<file path="config.mk">
export PLATFORM = sky130hd
export DESIGN_NAME = adc_tick_gen
export DESIGN_NICKNAME = d
export VERILOG_FILES = /design/src/rtl/adc_tick_pkg.sv /design/src/rtl/tick_cfg_reg.sv /design/src/rtl/tick_div_stage.sv /design/src/rtl/adc_tick_gen.sv
export SDC_FILE = /design/constraint.sdc
export NUM_CORES = 1
export LEC_CHECK = 0
export BUFFER_PORTS_ARGS = -buffer_cell sky130_fd_sc_hd__buf_2
export CAP_MARGIN = 30
export CORE_MARGIN = 1.5
export CORE_UTILIZATION = 56
export CTS_CLUSTER_DIAMETER = 30
export CTS_CLUSTER_SIZE = 25
export DETAILED_ROUTE_END_ITERATION = 7
export GPL_ROUTABILITY_DRIVEN = 0
export HOLD_SLACK_MARGIN = 0.05
export PLACE_DENSITY = 0.83
export SETUP_SLACK_MARGIN = 0.15
export SKIP_CTS_REPAIR_TIMING = 1
export SYNTH_ARGS = -nofsm -noshare
export SYNTH_HDL_FRONTEND = slang
export SYNTH_SLANG_ARGS = --single-unit
</file>
<file path="constraint.sdc">
create_clock -name clk -period 1.84 [get_ports clk]
set_clock_uncertainty 0.1 [all_clocks]
set_input_delay 0.184 -clock clk [delete_from_list [all_inputs] [get_ports clk]]
set_output_delay 0.184 -clock clk [all_outputs]
set_load 0.01 [all_outputs]
</file>
<file path="src/rtl/adc_tick_pkg.sv">
package adc_tick_pkg;

  localparam int CFG_W    = 32;
  localparam int DIV_W    = 8;
  localparam int MAIN_LSB = 0;
  localparam int US_LSB   = 8;
  localparam int MS_LSB   = 16;
  localparam int USED_W   = MS_LSB + DIV_W;

  typedef struct packed {
    logic [DIV_W-1:0] ms_div;
    logic [DIV_W-1:0] us_div;
    logic [DIV_W-1:0] main_div;
  } tick_cfg_t;

  function automatic tick_cfg_t cfg_unpack(input logic [CFG_W-1:0] w);
    tick_cfg_t c;
    c.main_div = w[MAIN_LSB +: DIV_W];
    c.us_div   = w[US_LSB   +: DIV_W];
    c.ms_div   = w[MS_LSB   +: DIV_W];
    return c;
  endfunction

endpackage

</file>
<file path="src/rtl/tick_cfg_reg.sv">
module tick_cfg_reg
  import adc_tick_pkg::*;
(
  input  logic             clk,
  input  logic             rst_n,
  input  logic             we,
  input  logic [CFG_W-1:0] wdata,
  output tick_cfg_t        cfg
);

  logic unused_hi;
  assign unused_hi = ^wdata[CFG_W-1:USED_W];

  always_ff @(posedge clk) begin
    if (!rst_n)  cfg <= '0;
    else if (we) cfg <= cfg_unpack(wdata);
  end

  p_held_without_write_r8: assert property (@(posedge clk) disable iff (!rst_n)
    !$past(we) && $past(rst_n) |-> $stable(cfg));

endmodule

</file>
<file path="src/rtl/tick_div_stage.sv">
module tick_div_stage #(
  parameter int W = 8
) (
  input  logic         clk,
  input  logic         rst_n,
  input  logic         clr,
  input  logic         adv,
  input  logic [W-1:0] div,
  output logic         hit
);

  logic [W-1:0] cnt;
  logic         at_end;

  function automatic logic [W-1:0] step(input logic [W-1:0] c,
                                        input logic [W-1:0] d);
    return (c == d) ? '0 : c + 1'b1;
  endfunction

  assign at_end = (cnt == div);
  assign hit    = adv && !clr && at_end;

  always_ff @(posedge clk) begin
    if (!rst_n)   cnt <= '0;
    else if (clr) cnt <= '0;
    else if (adv) cnt <= step(cnt, div);
  end

  p_cnt_in_range_r7: assert property (@(posedge clk) disable iff (!rst_n)
    cnt <= div);

  p_reload_zero_r7: assert property (@(posedge clk) disable iff (!rst_n)
    $past(clr) && $past(rst_n) |-> cnt == '0);

  p_one_cycle_r9: assert property (@(posedge clk) disable iff (!rst_n)
    hit && div != '0 |=> !hit);

endmodule

</file>
<file path="src/rtl/adc_tick_gen.sv">
module adc_tick_gen
  import adc_tick_pkg::*;
(
  input  logic             clk,
  input  logic             rst_n,
  input  logic             cfg_we,
  input  logic [CFG_W-1:0] cfg_wdata,
  output logic             main_en,
  output logic             tick_10us,
  output logic             tick_1ms
);

  tick_cfg_t cfg;
  logic      main_hit;
  logic      us_hit;
  logic      ms_hit;

  tick_cfg_reg u_cfg (
    .clk   (clk),
    .rst_n (rst_n),
    .we    (cfg_we),
    .wdata (cfg_wdata),
    .cfg   (cfg)
  );

  tick_div_stage #(.W(DIV_W)) u_main (
    .clk   (clk),
    .rst_n (rst_n),
    .clr   (cfg_we),
    .adv   (1'b1),
    .div   (cfg.main_div),
    .hit   (main_hit)
  );

  tick_div_stage #(.W(DIV_W)) u_us (
    .clk   (clk),
    .rst_n (rst_n),
    .clr   (cfg_we),
    .adv   (main_hit),
    .div   (cfg.us_div),
    .hit   (us_hit)
  );

  tick_div_stage #(.W(DIV_W)) u_ms (
    .clk   (clk),
    .rst_n (rst_n),
    .clr   (cfg_we),
    .adv   (main_hit),
    .div   (cfg.ms_div),
    .hit   (ms_hit)
  );

  assign main_en   = main_hit;
  assign tick_10us = us_hit;
  assign tick_1ms  = ms_hit;

  p_ticks_need_main_r5: assert property (@(posedge clk) disable iff (!rst_n)
    (tick_10us || tick_1ms) |-> main_en);

  p_zero_div_every_cycle_r6: assert property (@(posedge clk) disable iff (!rst_n)
    cfg.main_div == '0 && !cfg_we |-> main_en);

  p_restart_after_write_r2: assert property (@(posedge clk) disable iff (!rst_n)
    $past(cfg_we) && $past(rst_n) && cfg.main_div != '0 |-> !main_en);

  p_quiet_in_write_r7: assert property (@(posedge clk) disable iff (!rst_n)
    cfg_we |-> !(main_en || tick_10us || tick_1ms));

endmodule

</file>
Word-level counts from Yosys, hierarchy flattened
Index checks and enable logic that the tools add are counted.
- register bits after elaboration: 48
- latch bits: 0
- bits in writable memories: 0
- ROM bits: 0
- output and inout port bits: 3
- memories kept: 0
- add/subtract/negate cells: 3
- $mul: 0
- div/mod/pow operators: 0
- magnitude comparators: 0
- equal/unequal tests: 3
- shifts and indexed selects: 0
- multiplexer cells: 2
- bitwise logic cells: 1
- reduce and logical (&&, ||, !) cells: 7
- operators with widths (kind ; count):
    $add 8x1->8 const B ; 3
    $eq 8x8->1 ; 3
    $mux 8 ; 2
    $logic_and 1x1->1 ; 4
    $reduce_or 3->1 ; 1
    $reduce_or 2->1 ; 1
    $logic_not 1->1 ; 1
    $not 1->1 ; 1

Depth between registers and ports, before layout
- word-level depth: 4
- depth in mapped cells: 6
- depth with buffers taken out: 6

Hierarchy
A second synthesis with hierarchy kept.
- cells, all modules: 225
- area, all modules: 2254.7 sq um
- by module, submodules not included (module ; times used ; cells an instance ; area an instance (sq um)):
    tick_div_stage ; 3 ; 49 ; 440.4
    tick_cfg_reg ; 1 ; 77 ; 929.6
    adc_tick_gen ; 1 ; 1 ; 3.8

Worst setup path after synthesis
OpenSTA, ideal clock, no wires.
- path type: flip-flop to output port
- start: register u_main.cnt[2]
- end: output tick_10us
- arrival: 1.461 ns
- required time: 1.556 ns
- slack: 0.095 ns
- stages on the path, launching flop included: 6
- buffers on the path: 1
- cells stage by stage: dfxtp_1 > xor2_1 > nor4_4 > nand2_2 > buf_4 > nor3_1
- word-level cells in the longest chain between the ends: 4
- ends and longest elaborated chain (item ; line ; source):
    start: declaration ; tick_div_stage.sv:12 ; logic [W-1:0] cnt;
    start signal: assignment ; tick_div_stage.sv:26 ; else if (adv) cnt <= step(cnt, div);
    $eq 8x8->1 ; tick_div_stage.sv:20 ; assign at_end = (cnt == div);
    $logic_and 1x1->1 (3 in a row) ; tick_div_stage.sv:21 ; assign hit = adv && !clr && at_end;
    end: declaration ; adc_tick_gen.sv:9 ; output logic tick_10us,
Every way passes these cells.

Worst setup path in the final report
- start: register u_main.cnt[5]
- end: output main_en
- word-level cells in the longest chain between the ends: 2
- ends and longest elaborated chain (item ; line ; source):
    $eq 8x8->1 ; tick_div_stage.sv:20 ;
    $logic_and 1x1->1 ; tick_div_stage.sv:21 ;
    end: declaration ; adc_tick_gen.sv:8 ; output logic main_en,
Every way passes these cells.

==> summary.md <==
| Metric | Value |
|---|---|
| Yosys warns | `0` |
| Via count | `1,995` |
| Clk_lat worst skew | `0.30 ns` |
| Delay-heaviest family, CP | `simple AND/OR/NAND/NOR gates` |
| Row count | `23` |
| Drt total wl | `5.51 mm` |
| Slew @ Worst Pin | `0.314 ns` |
| Inserted Diodes | `0` |
| CTS buffer count | `5` |
| HPWL Detailed | `3.45 mm` |
| Fin. Hold Viols | `0` |
| Synth Area in Compound Gates | `9.84%` |
| Final setup fails | `15` |
| Crit. Startpoint | `u_main.cnt[5]` |
| CTS tree | `done` |
| Port Buffer Count | `29` |
| Crit Path Class | `flip-flop to output pin` |
| CTS Root Cell | `clkbuf_8` |
| Post-synthesis simple-gate area fraction | `23.4%` |
| PD cells | `717 mW/mm²` |
| Mapped Cells | `238` |
| Syn Nets | `276` |
| Status | `complete, but fails checks` |
| DR pass1 iterations | `4` |
| Fin. max-slew vios | `0` |
| Worst endpoint required time | `1.56 ns` |
| Layout Area Growth over Synthesis | `26.7%` |
| Global Route Usage Sum | `21.6%` |
| First-pass GRT wire length | `7.50 mm` |
| Reg2Reg Launch Point | `u_main.cnt[5]` |
| Worst hold path class | `input pin to flip-flop` |
| Arr. time, crit path | `1.72 ns` |
| Remaining Overflow, GRT | `0` |
| Fmax | `0.500 GHz` |
| Final Instance Count excl. Fillers | `341` |
| Worst setup SP type | `flip-flop` |
| IO Pins | `38` |
| DRT iter0 DRCs | `111` |
| Die Wd | `67.8 µm` |
| Maximum fanout along the worst path | `5` |
| Initial antenna violation count | `0` |
| Detailed-route wire length per cell | `16.2 µm` |
| Post-synthesis mux area share | `10.2%` |
| EDFF count, synth | `0` |
| Initial Util | `58.4%` |
| Crit path buf inv count | `2` |
| DP Cell Count | `320` |
| Failing checks | `setup timing` |
| Post-Syn Area | `0.00235 mm²` |
| RSZ-0062 raised after global routing | `yes` |
| H-tree levels | `2` |
| Vias in the first global route | `1,694` |
| Register bit total from synthesis | `48` |
| Critical path cell sequence | `xor2_1 > nor4_4 > nand2_2 > buf_6 > nor2_2 > buf_2` |
| Slowest cell on crit path | `dfxtp_4` |
| MaxCap Viol Count | `0` |
| CTS sink count | `48` |
| Antenna Nets Post-Route | `0` |
| Pin count of the biggest net entering global routing | `30` |
| Die area | `0.00460 mm²` |
| Synth Flop Type | `dfxtp_1` |
| Peak supply drop | `0.510 mV` |
| Sequential share of the synthesized area | `40.8%` |
| Crit. End Element | `output pin` |
| Clk slew on worst S/H paths | `0.09 ns` |
| CORE AREA | `0.00403 mm²` |
| Post-Synth Adder-Cell Area | `1.59%` |
| Nets | `328` |
| Slowest Stage Delay on Critical Path | `0.36 ns` |
| Static Leakage | `0.00139 µW` |
| Crit share post-route | `109%` |
| DRC | `0` |
| Setup ws final | `-0.162 ns` |
| Syn avg cell area | `9.89 µm²` |
| Yosys cell types | `33` |
| Die Height | `67.8 µm` |
| Main combinational cell family by area after synthesis | `simple AND/OR/NAND/NOR gates` |
| Worst Hold Launch | `cfg_wdata[21]` |
| Layout cells sized above 1 | `36.1%` |
| Min Tclk post-route | `2.00 ns` |
| Min Hold Slack | `0.0441 ns` |
| Asr flop ratio synth | `0%` |
| Relative slew slack | `79.0%` |
| XOR/XNOR Fraction of Synth Area | `11.2%` |
| Vias/cell | `5.85` |
| Maximum clock insertion buffer count | `2` |
metal layers:
| layer | vias to the layer above | global-route usage, % | wire length [µm] |
|---|---|---|---|
| li1 | 966 | - | - |
| met1 | 948 | 28.2 | 2430 |
| met2 | 67 | 34.6 | 2670 |
| met3 | 14 | 3.78 | 264 |
| met4 | 0 | 10.8 | 142 |
| met5 | - | 0 | 0 |
synth_stat cells (all sizes together) (3+ instances only):
cell type / instances / area, µm²
or2: 3 / 18.8
nor4: 6 / 67.6
clkbuf: 6 / 22.5
a32oi: 10 / 87.6
and3: 14 / 88.8
dfxtp: 48 / 961
o41ai: 9 / 78.8
ha: 3 / 37.5
mux2i: 24 / 240
xor2: 29 / 254
nor2b: 25 / 156
nand3: 15 / 85.1
nor3: 4 / 20.0
nor2: 9 / 33.8
buf: 6 / 38.8
nand2: 11 / 46.3
path summary, 6_finish.rpt:
kind                    to  slack (ns)  cells past startpoint
max                main_en       -0.16                      6
min reg2reg  u_cfg.cfg[16]        0.43                      2
max reg2reg    u_ms.cnt[4]       -0.07                      6
min          u_cfg.cfg[21]        0.04                      3
through the flow:
stage / area [µm²] / utilization (%) / power [µW] / TNS [ns] / worst slack [ns]
2_1_floorplan: 2350 / - / 1320 / 0 / 0.0951
3_3_place_gp: 2610 / 64.8 / 1400 / 0 / 0.136
6_report: 2980 / 74.0 / 2140 / -0.908 / -0.162
3_5_place_dp: 2610 / 64.8 / 1410 / 0 / 0.0683
4_1_cts: 2700 / 67.1 / 2030 / -0.687 / -0.265
5_1_grt: 2980 / 74.0 / 2210 / -2.23 / -0.243
sequential cells by signal (all words and copies together), names as in the netlist:
signal      cells
u_cfg.cfg      24
u_main.cnt      8
u_ms.cnt        8
u_us.cnt        8
cells by family (layout without fill, tap and decap cells):
family,count (synthesis),in the layout
muxes,24,24
buffers and inverters,14,67
adders and majority gates,3,3
xor gates and xnor gates,30,30
and+or+nand+nor,92,92
DFF,48,48
AOI/OAI and AO/OA,27,27
cell type report:
type,count,area [µm²]
fillers,250,1050
repair buffers,57,365
flip-flops and latches,48,975
inverters,2,7.51
multi-input cells,176,1480
clock buffers,8,90.1
well taps,50,62.6
report_power, final:
part	total, µW	leakage (µW)	switching, µW	internal, µW
clock	647	0.0000455	340	307
combinational	385	0.000948	202	183
sequential	1110	0.000396	32.5	1070
total	2140	0.00139	574	1560
placed cells by master, fill, tap and decap left out, types with 3 or more instances in the layout:
cell type   n
buf_4      25
dfxtp_1    39
mux2i_1    24
o41ai_2     6
a32oi_2     6
xor2_1     28
and3_1     13
nand2_1     7
or2_2       3
o41ai_1     3
buf_2      29
clkbuf_8    6
a32oi_1     4
nor2_1      8
nand2_2     3
ha_1        3
nand3_1    13
nor2b_1    25
dfxtp_2     8
nor4_2      4
worst min-delay path: cells and delay by family:
family | cells | cell delay (ns)
and+or+nand+nor | 1 | 0.09
muxes | 1 | 0.05
buffers and inverters | 1 | 0.07
(Power assumes the default switching activity.)
